==> src/rtl/pwm_seq_pkg.sv <==
package pwm_seq_pkg;

  localparam int NCH   = 4;
  localparam int NSLOT = 4;

  typedef enum logic [1:0] {
    LD_COMMON  = 2'd0,
    LD_GROUPED = 2'd1,
    LD_INDIV   = 2'd2,
    LD_WAVE    = 2'd3
  } load_mode_e;

  typedef enum logic [1:0] {
    ST_IDLE  = 2'd0,
    ST_PLAY  = 2'd1,
    ST_TAIL  = 2'd2,
    ST_DELAY = 2'd3
  } play_state_e;

  // half-words consumed per sample set
  function automatic logic [2:0] hw_per_set(input logic [1:0] mode);
    case (mode)
      LD_COMMON:  return 3'd1;
      LD_GROUPED: return 3'd2;
      default:    return 3'd4;
    endcase
  endfunction

  // shadow slot that feeds a given channel
  function automatic int src_slot(input logic [1:0] mode, input int ch);
    case (mode)
      LD_COMMON:  return 0;
      LD_GROUPED: return ch / 2;
      default:    return ch;
    endcase
  endfunction

  // channel 3 carries no sample in waveform mode
  function automatic logic chan_live(input logic [1:0] mode, input int ch);
    return !((mode == LD_WAVE) && (ch == NCH - 1));
  endfunction

endpackage

==> src/rtl/pwm_seq_fetch.sv <==
module pwm_seq_fetch
  import pwm_seq_pkg::*;
#(
  parameter int AW = 16,
  parameter int DW = 16
) (
  input  logic                clk,
  input  logic                rst_n,
  input  logic                go,
  input  logic [AW-1:0]       base,
  input  logic [2:0]          nwords,
  output logic                mem_rd,
  output logic [AW-1:0]       mem_addr,
  input  logic [DW-1:0]       mem_rdata,
  output logic [NSLOT*DW-1:0] raw_flat,
  output logic                ready
);

  logic          busy_q;
  logic [2:0]    iss_q;
  logic [2:0]    nw_q;
  logic [AW-1:0] base_q;
  logic          rv_q;
  logic          rlast_q;
  logic [1:0]    rslot_q;
  logic          rdy_q;
  logic [DW-1:0] slot_q [NSLOT];

  assign mem_rd   = busy_q;
  assign mem_addr = base_q + AW'(iss_q);
  assign ready    = rdy_q;

  always_ff @(posedge clk or negedge rst_n) begin
    if (!rst_n) begin
      busy_q  <= 1'b0;
      iss_q   <= '0;
      nw_q    <= '0;
      base_q  <= '0;
      rv_q    <= 1'b0;
      rlast_q <= 1'b0;
      rslot_q <= '0;
      rdy_q   <= 1'b0;
      for (int i = 0; i < NSLOT; i++) slot_q[i] <= '0;
    end else begin
      rv_q    <= mem_rd && !go;
      rslot_q <= iss_q[1:0];
      rlast_q <= (iss_q == nw_q - 3'd1);
      rdy_q   <= rv_q && rlast_q && !go;
      if (go) begin
        busy_q <= 1'b1;
        iss_q  <= '0;
        nw_q   <= nwords;
        base_q <= base;
      end else if (busy_q) begin
        iss_q <= iss_q + 3'd1;
        if (iss_q == nw_q - 3'd1) busy_q <= 1'b0;
      end
      if (rv_q) slot_q[rslot_q] <= mem_rdata;
    end
  end

  for (genvar s = 0; s < NSLOT; s++) begin : g_slot
    assign raw_flat[s*DW +: DW] = slot_q[s];
  end

endmodule

==> src/rtl/pwm_seq_percnt.sv <==
module pwm_seq_percnt #(
  parameter int W = 23
) (
  input  logic         clk,
  input  logic         rst_n,
  input  logic         clr,
  input  logic         tick,
  input  logic [W-1:0] limit,
  output logic         hit
);

  logic [W-1:0] cnt_q;

  assign hit = tick && (cnt_q == limit);

  always_ff @(posedge clk or negedge rst_n) begin
    if (!rst_n)    cnt_q <= '0;
    else if (clr)  cnt_q <= '0;
    else if (tick) cnt_q <= hit ? '0 : cnt_q + 1'b1;
  end

endmodule

==> src/rtl/pwm_seq_cmpbank.sv <==
module pwm_seq_cmpbank
  import pwm_seq_pkg::*;
#(
  parameter int DW = 16
) (
  input  logic                  clk,
  input  logic                  rst_n,
  input  logic                  commit,
  input  logic [1:0]            mode,
  input  logic [NSLOT*DW-1:0]   raw_flat,
  output logic [NCH*(DW-1)-1:0] cmp_val,
  output logic [NCH-1:0]        cmp_pol,
  output logic [DW-2:0]         top_val,
  output logic                  top_from_mem
);

  localparam int CVW = DW - 1;

  for (genvar c = 0; c < NCH; c++) begin : g_ch
    logic [DW-1:0]  pick;
    logic [CVW-1:0] val_q;
    logic           pol_q;

    always_comb begin
      pick = raw_flat[src_slot(mode, c)*DW +: DW];
      if (!chan_live(mode, c)) pick = '0;
    end

    always_ff @(posedge clk or negedge rst_n) begin
      if (!rst_n) begin
        val_q <= '0;
        pol_q <= 1'b0;
      end else if (commit) begin
        val_q <= pick[CVW-1:0];
        pol_q <= pick[DW-1];
      end
    end

    assign cmp_val[c*CVW +: CVW] = val_q;
    assign cmp_pol[c]            = pol_q;
  end

  always_ff @(posedge clk or negedge rst_n) begin
    if (!rst_n) begin
      top_val      <= '0;
      top_from_mem <= 1'b0;
    end else if (commit) begin
      if (mode == LD_WAVE) begin
        top_val      <= raw_flat[(NSLOT-1)*DW +: CVW];
        top_from_mem <= 1'b1;
      end else begin
        top_val      <= '0;
        top_from_mem <= 1'b0;
      end
    end
  end

endmodule

==> src/rtl/pwm_seq_player.sv <==
module pwm_seq_player
  import pwm_seq_pkg::*;
#(
  parameter int AW = 16,
  parameter int DW = 16,
  parameter int CW = 14,
  parameter int RW = 23
) (
  input  logic                  clk,
  input  logic                  rst_n,
  input  logic                  start,
  input  logic                  next_step,
  input  logic                  period_end,
  input  logic [AW-1:0]         seq_ptr,
  input  logic [CW-1:0]         seq_cnt,
  input  logic [RW-1:0]         refresh_per,
  input  logic [RW-1:0]         end_delay,
  input  logic [1:0]            load_mode,
  input  logic                  step_mode,
  output logic                  mem_rd,
  output logic [AW-1:0]         mem_addr,
  input  logic [DW-1:0]         mem_rdata,
  output logic [NCH*(DW-1)-1:0] cmp_val,
  output logic [NCH-1:0]        cmp_pol,
  output logic [DW-2:0]         top_val,
  output logic                  top_from_mem,
  output logic                  running,
  output logic                  seq_started,
  output logic                  seq_end,
  output logic                  seq_done
);

  localparam int OW = CW + 3;

  play_state_e st_q;
  logic          run_q, first_q, shadow_rdy_q, shadow_last_q, pend_q;
  logic [AW-1:0] ptr_q;
  logic [CW-1:0] cnt_q;
  logic [RW-1:0] refr_q, dly_q;
  logic [1:0]    mode_q;
  logic          step_q;
  logic [2:0]    k_q;
  logic [OW-1:0] off_q;
  logic          started_q, end_q, done_q;

  // named internal events
  logic              start_ok, fetch_go, fetch_rdy, commit_evt, adv_evt;
  logic              per_hit, per_clr, per_tick, tail_expire, finish_evt;
  logic [RW-1:0]     per_limit;
  logic [AW-1:0]     fetch_base;
  logic [2:0]        fetch_k;
  logic              last_next;
  logic [NSLOT*DW-1:0] raw_flat;

  assign start_ok = start && (seq_cnt != '0);
  assign adv_evt  = run_q && period_end && (step_q ? pend_q : per_hit);

  always_comb begin
    commit_evt = 1'b0;
    if (!start_ok && st_q == ST_PLAY && shadow_rdy_q)
      commit_evt = first_q ? (!run_q || period_end) : adv_evt;
  end

  assign tail_expire = !start_ok && (st_q == ST_TAIL) && adv_evt;
  assign finish_evt  = !start_ok &&
                       ((tail_expire && dly_q == '0) ||
                        (st_q == ST_DELAY && period_end && per_hit));

  assign fetch_go   = start_ok || (commit_evt && !shadow_last_q);
  assign fetch_k    = start_ok ? hw_per_set(load_mode) : k_q;
  assign fetch_base = start_ok ? seq_ptr : ptr_q + AW'(off_q + OW'(k_q));
  assign last_next  = start_ok ? (OW'(fetch_k) >= OW'(seq_cnt))
                               : ((off_q + OW'({k_q, 1'b0})) >= OW'(cnt_q));

  assign per_tick  = run_q && period_end;
  assign per_clr   = start_ok || commit_evt || tail_expire;
  assign per_limit = (st_q == ST_DELAY) ? dly_q - 1'b1 : refr_q;

  pwm_seq_fetch #(.AW(AW), .DW(DW)) u_fetch (
    .clk      (clk),
    .rst_n    (rst_n),
    .go       (fetch_go),
    .base     (fetch_base),
    .nwords   (fetch_k),
    .mem_rd   (mem_rd),
    .mem_addr (mem_addr),
    .mem_rdata(mem_rdata),
    .raw_flat (raw_flat),
    .ready    (fetch_rdy)
  );

  pwm_seq_percnt #(.W(RW)) u_percnt (
    .clk  (clk),
    .rst_n(rst_n),
    .clr  (per_clr),
    .tick (per_tick),
    .limit(per_limit),
    .hit  (per_hit)
  );

  pwm_seq_cmpbank #(.DW(DW)) u_bank (
    .clk         (clk),
    .rst_n       (rst_n),
    .commit      (commit_evt),
    .mode        (mode_q),
    .raw_flat    (raw_flat),
    .cmp_val     (cmp_val),
    .cmp_pol     (cmp_pol),
    .top_val     (top_val),
    .top_from_mem(top_from_mem)
  );

  always_ff @(posedge clk or negedge rst_n) begin
    if (!rst_n) begin
      st_q          <= ST_IDLE;
      run_q         <= 1'b0;
      first_q       <= 1'b0;
      shadow_rdy_q  <= 1'b0;
      shadow_last_q <= 1'b0;
      pend_q        <= 1'b0;
      ptr_q         <= '0;
      cnt_q         <= '0;
      refr_q        <= '0;
      dly_q         <= '0;
      mode_q        <= LD_COMMON;
      step_q        <= 1'b0;
      k_q           <= 3'd1;
      off_q         <= '0;
      started_q     <= 1'b0;
      end_q         <= 1'b0;
      done_q        <= 1'b0;
    end else begin
      if (start_ok) begin
        st_q          <= ST_PLAY;
        first_q       <= 1'b1;
        shadow_rdy_q  <= 1'b0;
        shadow_last_q <= last_next;
        pend_q        <= 1'b0;
        ptr_q         <= seq_ptr;
        cnt_q         <= seq_cnt;
        refr_q        <= refresh_per;
        dly_q         <= end_delay;
        mode_q        <= load_mode;
        step_q        <= step_mode;
        k_q           <= fetch_k;
        off_q         <= '0;
      end else begin
        if (fetch_rdy) shadow_rdy_q <= 1'b1;
        if (next_step && run_q) pend_q <= 1'b1;
        if (adv_evt) pend_q <= 1'b0;
        if (commit_evt) begin
          first_q      <= 1'b0;
          pend_q       <= 1'b0;
          run_q        <= 1'b1;
          shadow_rdy_q <= 1'b0;
          if (shadow_last_q) begin
            st_q <= ST_TAIL;
          end else begin
            off_q         <= off_q + OW'(k_q);
            shadow_last_q <= last_next;
          end
        end
        if (tail_expire && dly_q != '0) st_q <= ST_DELAY;
        if (finish_evt) begin
          st_q  <= ST_IDLE;
          run_q <= 1'b0;
        end
      end
      started_q <= commit_evt && first_q;
      end_q     <= commit_evt && shadow_last_q;
      done_q    <= finish_evt;
    end
  end

  assign running     = run_q;
  assign seq_started = started_q;
  assign seq_end     = end_q;
  assign seq_done    = done_q;

endmodule

==> config.mk <==
export PLATFORM = sky130hd
export DESIGN_NAME = pwm_seq_player
export DESIGN_NICKNAME = d
export VERILOG_FILES = /design/src/rtl/pwm_seq_pkg.sv /design/src/rtl/pwm_seq_fetch.sv /design/src/rtl/pwm_seq_percnt.sv /design/src/rtl/pwm_seq_cmpbank.sv /design/src/rtl/pwm_seq_player.sv
export SDC_FILE = /design/constraint.sdc
export NUM_CORES = 1
export LEC_CHECK = 0
export ABC_CLOCK_PERIOD_IN_PS = 6150
export BUFFER_PORTS_ARGS = -buffer_cell sky130_fd_sc_hd__buf_4
export CORE_AREA = 4 4 217 219
export DETAILED_ROUTE_END_ITERATION = 8
export DIE_AREA = 0 0 221 223
export PLACE_DENSITY_LB_ADDON = 0.08
export SLEW_MARGIN = 0
export SYNTH_ARGS = -nofsm -noshare
export SYNTH_HDL_FRONTEND = slang
export SYNTH_HIERARCHICAL = 1
export SYNTH_SLANG_ARGS = --single-unit
==> constraint.sdc <==
create_clock -name clk -period 6.15 [get_ports clk]
set_input_delay 0.3075 -clock clk [delete_from_list [all_inputs] [get_ports clk]]
set_output_delay 0.3075 -clock clk [all_outputs]
set_load 0.02 [all_outputs]
Word level (Yosys, flattened, before mapping)
Cells that the tools add are included.
- equality and inequality tests: 9
- reduce and logical (&&, ||, !) cells: 47
- shift-type cells: 3
- bitwise operators: 2
- $add $sub $neg: 8
- magnitude comparators: 4
- muxes and demuxes: 47
- operators with widths (operator ; count):
    $shiftx A64 B7 Y16 ; 2
    $mux W23 ; 4
    $bwmux W64 ; 1
    $shiftx A64 B6 Y16 ; 1
    $mux W17 ; 3
    $mux W16 ; 3
    $demux W16 S2 ; 1
    $add A23 B1 Y23 const B ; 1
    $eq A23 B23 Y1 ; 1
    $logic_not A23 Y1 ; 1
    $mux W1 ; 23
    $reduce_bool A23 Y1 ; 1
    $sub A23 B1 Y23 const B ; 1
    $logic_and A1 B1 Y1 ; 21
    $add A17 B3 Y17 ; 1
    $add A17 B4 Y17 ; 1
    $ge A17 B14 Y1 ; 1
    $add A16 B16 Y16 ; 1
    $add A16 B3 Y16 ; 1
    $mux W15 ; 1
    $ge A3 B14 Y1 ; 1
    $reduce_bool A14 Y1 ; 1
    $reduce_bool A4 Y1 ; 3
    $mux W2 ; 5
    20 further kinds ; 40
- input bits: 100
- register bits: 304
- output and inout port bits: 101
- word-level logic and storage cells: 160

Longest topological paths before layout
- word-level depth: 12
- gate-level depth with buffers: 21
- mapped depth without buffers: 20

By module
The synthesis kept the hierarchy.
- by module, submodules not included (module ; area each (µm²) ; times used ; seq. area each (µm²) ; cells an instance):
    pwm_seq_player ; 6740.2 ; 1 ; 2728.9 ; 818
    pwm_seq_fetch ; 3777.4 ; 1 ; 2302.2 ; 249
    pwm_seq_cmpbank ; 3598.5 ; 1 ; 2001.9 ; 304
    pwm_seq_percnt ; 1605.3 ; 1 ; 575.6 ; 175

Least setup slack after synthesis
OpenSTA, ideal clock, no wires.
- kind: flip-flop to flip-flop
- start: reg dly_q[11]
- end: reg u_bank.g_ch[0].val_q[0]
- setup slack: 1.773 ns
- arrival time: 4.252 ns
- buffers on the path: 2
- cell stages (with the launch flop): 18
- clock period less this slack: 4.377 ns
- setup time: 0.125 ns
- required time: 6.025 ns
- cell sequence: dfrtp_1 or4_4 or4_4 nor2_2 nand3b_1 xor2_1 o21ai_1 xnor2_1 nand4_1 nor4_4 and3_1 mux2i_1 o21ai_0 and2_0 and2_1 buf_6 buf_2 mux2_2
- cells in the longest elaborated chain, start to end: 8
- RTL lines (element ; RTL line ; RTL):
    start, declared ; pwm_seq_player.sv:39 ; logic [RW-1:0] refr_q, dly_q;
    start signal, assigned ; pwm_seq_player.sv:142 ; dly_q <= end_delay;
    $sub A23 B1 Y23 ; pwm_seq_player.sv:77 ; assign per_limit = (st_q == ST_DELAY) ? dly_q - 1'b1 : refr_q;
    $mux W23 ; pwm_seq_player.sv:77 ;
    net per_limit[20] ; pwm_seq_player.sv:49 ; logic [RW-1:0] per_limit;
    $eq A23 B23 Y1 ; pwm_seq_percnt.sv:14 ; assign hit = tick && (cnt_q == limit);
    $logic_and A1 B1 Y1 ; pwm_seq_percnt.sv:14 ;
    net per_hit ; pwm_seq_player.sv:48 ; logic per_hit, per_clr, per_tick, tail_expire, finish_evt;
    $mux W1 ; pwm_seq_player.sv:56 ; assign adv_evt = run_q && period_end && (step_q ? pend_q : per_hit);
    $logic_and A1 B1 Y1 ; pwm_seq_player.sv:56 ;
    $mux W1 ; pwm_seq_player.sv:61 ; commit_evt = first_q ? (!run_q || period_end) : adv_evt;
    $mux W1 ; pwm_seq_player.sv:60 ; if (!start_ok && st_q == ST_PLAY && shadow_rdy_q)
    net commit_evt ; pwm_seq_player.sv:47 ; logic start_ok, fetch_go, fetch_rdy, commit_evt, adv_evt;
    end signal, assigned ; pwm_seq_cmpbank.sv:34 ; val_q <= pick[CVW-1:0];
    end, declared ; pwm_seq_cmpbank.sv:21 ; logic [CVW-1:0] val_q;
The timed path passes the listed nets, and every way through them passes these cells.
A chain may end at the register's enable or synchronous reset.

Worst setup path after layout
- start: reg dly_q[2]
- end: reg u_bank.g_ch[0].val_q[10]
The elaborated chain is that of the path after synthesis.

==> impl_metrics.json <==
{
  "vias": 12000,
  "top_layer": "met4",
  "die_h_um": 223,
  "drtPass1Iterations": 4,
  "finClkSkew_ns": 0.0177,
  "drive_above_1_share_pct": 22.3,
  "intPower_mw": 4.78,
  "cts_resized": 0,
  "grt_usage_pct": 17.6,
  "clock_latency_ns": 0.55,
  "cap_violations": 0,
  "tightest_slew_ns": 1.21,
  "synth_cell_types": 79,
  "async_flop_share_pct": 100,
  "clockBufferDepth": 3,
  "cts_tree": "built",
  "syn_nets": 1696,
  "grt_pass1_vias": 12600,
  "rsz0062_at_grt": "no",
  "die_w_um": 221,
  "whs_endpoint": "u_fetch/raw_flat[52]",
  "initial_core_util_pct": 34.9,
  "ff2ff_path_depth": 17,
  "io-pin-count": 201,
  "gp_congestion": 0.810,
  "period_needed_ns": 4.96,
  "peakVddDrop_v": 0.000200,
  "fin_cells": 2429,
  "dp_hpwl_mm": 30.3,
  "crit_path_cell_trace": "or4_4 -> nor4b_4 -> nand2_2 -> nor2_2 -> nand3b_1 -> xor2_1 -> o21ai_1 -> xnor2_1 -> nand4_1 -> nor4_4 -> and3_1 -> mux2i_1 -> o21ai_0 -> and2_0 -> and2_4 -> buf_4 -> mux2_2",
  "pwr-share-seq_pct": 41.5,
  "power_density_nw_per_um2": 360,
  "r2r_end": "u_bank/g_ch[0].val_q[10]",
  "fin_util_pct": 43.8,
  "combPwrFrac_pct": 28.2,
  "critPathCaptureType": "register",
  "fmax_ghz": 0.202,
  "synthCells": 1546,
  "portBuffers": 200,
  "viasPerCell": 4.94,
  "synth-edff-count": 0,
  "drc": 0,
  "cp_max_fo": 42,
  "ys_seq_elements": 304,
  "netSwitchingFraction_pct": 32.7,
  "min_path_cells": 2,
  "ys_seq_area_share_pct": 48.4,
  "wl_met2_mm": 21.5,
  "overflow": 0,
  "syn2layout_area_growth_pct": 25.6,
  "antenna_found_initial": 0,
  "wl_met1_mm": 19.6,
  "rows": 78,
  "num_antenna_cells": 0,
  "synth_area_um2": 15700,
  "slew_viol_final": 0,
  "cts-htree-levels": 2,
  "setup-violations-final": 0,
  "met3_length_mm": 1.69,
  "clk_pin_slew_worst_paths_ns": 0.06,
  "die-area_um2": 49300,
  "holdWs_ns": 0.0341,
  "status": "completed",
  "yosys_warnings": 6,
  "cts_buffers": 37,
  "finalHoldViolCount": 0,
  "worstPathRequired_ns": 6.58,
  "fp.coreArea_um2": 45100,
  "cts-root-buf": "clkbuf_16",
  "fin_crit_sh_pct": 80.6,
  "grt_max_degree": 170,
  "post_cts_buffers": 0,
  "cts.sinks": 304,
  "drtAntennaViolNets": 0,
  "slew_headroom_pct": 19.2,
  "dp_cells": 2277,
  "worstHoldStart": "mem_rdata[4]",
  "start_kind": "register",
  "wire_per_inst_um": 18.0,
  "max_stage_delay_ns": 0.59,
  "cp.arrival_ns": 5.39,
  "power.switching_mw": 2.33,
  "synth-main-ff-cell": "dfrtp_1",
  "reg2reg_from": "dly_q[2]",
  "critPathSlowestCell": "or4_4",
  "worst-setup-path-type": "register to register",
  "routed_wl_mm": 43.6,
  "power.leakage_nw": 9.28,
  "initialDrtViolationCount": 693,
  "rrSetupSlack_ns": 1.19,
  "worstHoldPathType": "input port to register",
  "tns_ns": 0,
  "total_power_mw": 7.11,
  "grt_pass1_wl_mm": 70.8,
  "syn_avg_cell_area_um2": 10.2,
  "layout.nets": 1956,
  "path_buf_inv": 1,
  "critPathTopFamily": "simple AND/OR/NAND/NOR gates",
  "clock_power_share_pct": 30.3
}
metal layers:
metal	track usage, %	vias up
li1	-	5870
met1	23.1	5873
met2	30.5	197
met3	3.01	53
met4	4.49	0
met5	0	-
how the worst max path moves through the flow:
stage | slack (ns) | depth (start not counted) | endpoint | from
2_1_floorplan | 1.77 | 17 | u_bank/g_ch[0].val_q[0] | dly_q[11]
3_3_place_gp | 1.26 | 17 | u_bank/g_ch[0].val_q[8] | dly_q[2]
3_5_place_dp | 1.17 | 17 | u_bank/g_ch[0].val_q[13] | dly_q[2]
4_1_cts | 1.16 | 17 | u_bank/g_ch[0].val_q[10] | dly_q[2]
5_1_grt | 0.79 | 20 | u_percnt/cnt_q[2] | dly_q[2]
6_report | 1.19 | 17 | u_bank/g_ch[0].val_q[10] | dly_q[2]
Yosys cell counts, types with 13 or more instances:
library cell / number / area [um^2]
inv_1: 68 / 255
a21o_1: 18 / 135
a22o_1: 21 / 184
nand4_1: 16 / 100
o21ai_0: 68 / 340
nand3_1: 54 / 270
nand2_1: 304 / 1140
buf_2: 25 / 125
nor3_1: 18 / 90.1
buf_4: 13 / 97.6
mux2_2: 97 / 1090
nand2b_1: 19 / 119
xor2_1: 41 / 359
o221ai_1: 32 / 280
a21oi_1: 38 / 190
mux2i_1: 35 / 350
dfrtp_1: 303 / 7580
ha_1: 46 / 576
nor2_1: 64 / 240
clkbuf_1: 33 / 124
xnor2_1: 66 / 578
through the flow:
stage	instance area, um^2	worst slack [ns]
floorplan	15700	1.77
global placement	17700	1.26
detailed placement	17700	1.17
CTS	19700	1.16
global route	19700	0.787
finish	19700	1.19
final cells by class:
class | count | area (um^2)
fill | 4380 | 25300
sequential | 304 | 7610
multi-input combinational | 1091 | 7400
timing repair buffer | 304 | 2540
clock buffer | 54 | 1070
tap | 600 | 751
inverter | 68 | 255
clock inverter | 8 | 119
state kept, by name, summed over array words and instances (netlist names), 2 cells and up:
name and flops:
cnt_q 14, dly_q 23, k_q 3, mode_q 2, off_q 17, ptr_q 16, refr_q 23, st_q 2
u_bank/g_ch.pol_q 4, u_bank/g_ch.val_q 60, u_bank/top_val 15, u_fetch/base_q 16, u_fetch/iss_q 3, u_fetch/nw_q 3, u_fetch/raw_flat 64, u_fetch/rslot_q 2
u_percnt/cnt_q 23
worst register-to-register path, delay by kind of cell, from the launching register on:
| kind | cells | cell delay [ns] |
|---|---|---|
| AO/OA/AOI/OAI | 2 | 0.40 |
| buffers and inverters | 1 | 0.42 |
| flip-flops | 1 | 0.43 |
| XOR/XNOR | 2 | 0.29 |
| AND/OR/NAND/NOR | 10 | 2.79 |
| multiplexers | 2 | 0.52 |
logic make-up (layout without fill, tap and decap cells):
| group | count (synthesis) | count (layout) | synth area share [%] |
|---|---|---|---|
| and+or+nand+nor | 555 | 555 | 16.9 |
| buffers and inverters | 151 | 434 | 4.59 |
| muxes | 132 | 132 | 9.18 |
| adders and majority gates | 50 | 50 | 4.17 |
| xor gates and xnor gates | 108 | 108 | 6.06 |
| AOI/OAI and AO/OA | 246 | 246 | 10.7 |
| DFF | 304 | 304 | 48.4 |
cells in the final DEF, fill, tap and decap left out, types with 6 or more instances in the layout:
master	synthesis	layout
a21oi_1	38	38
nor2_1	64	64
o311ai_0	7	7
o31ai_1	6	6
dlygate4sd3_1	0	90
inv_1	68	68
ha_1	46	46
or3_1	6	6
o21ai_0	68	68
buf_4	13	211
nor4_1	6	6
a211oi_1	8	8
mux2i_1	35	35
nand3_1	54	54
a31oi_1	8	8
xor2_1	41	41
nor3_1	18	18
xnor2_1	66	66
clkbuf_16	0	37
nand2b_1	19	19
clkbuf_1	33	9
nand4_1	16	16
o221ai_1	32	32
nand2_1	304	304
clkbuf_8	0	8
a21o_1	18	18
mux2_2	97	97
o21ai_1	11	11
dfrtp_1	303	302
a22o_1	21	21
and3_1	12	12
nor2b_1	7	7
power by group through the flow:
stage	registers [mW]	clock network (mW)	logic (mW)
final	2.95	2.16	2.00
after global placement	2.99	0	1.96
after global routing	3.03	2.31	2.19
after detailed placement	2.99	0	1.98
after floorplan	3.10	0	1.02
after CTS	2.96	2.25	2.03
timing repair:
| action | 4_1_cts | 5_1_grt |
|---|---|---|
| setup endpoints to repair | 0 | 0 |
| hold buffers | 90 | 0 |
| hold endpoints to repair | 180 | 0 |
Power figures use the tool's default switching activity.
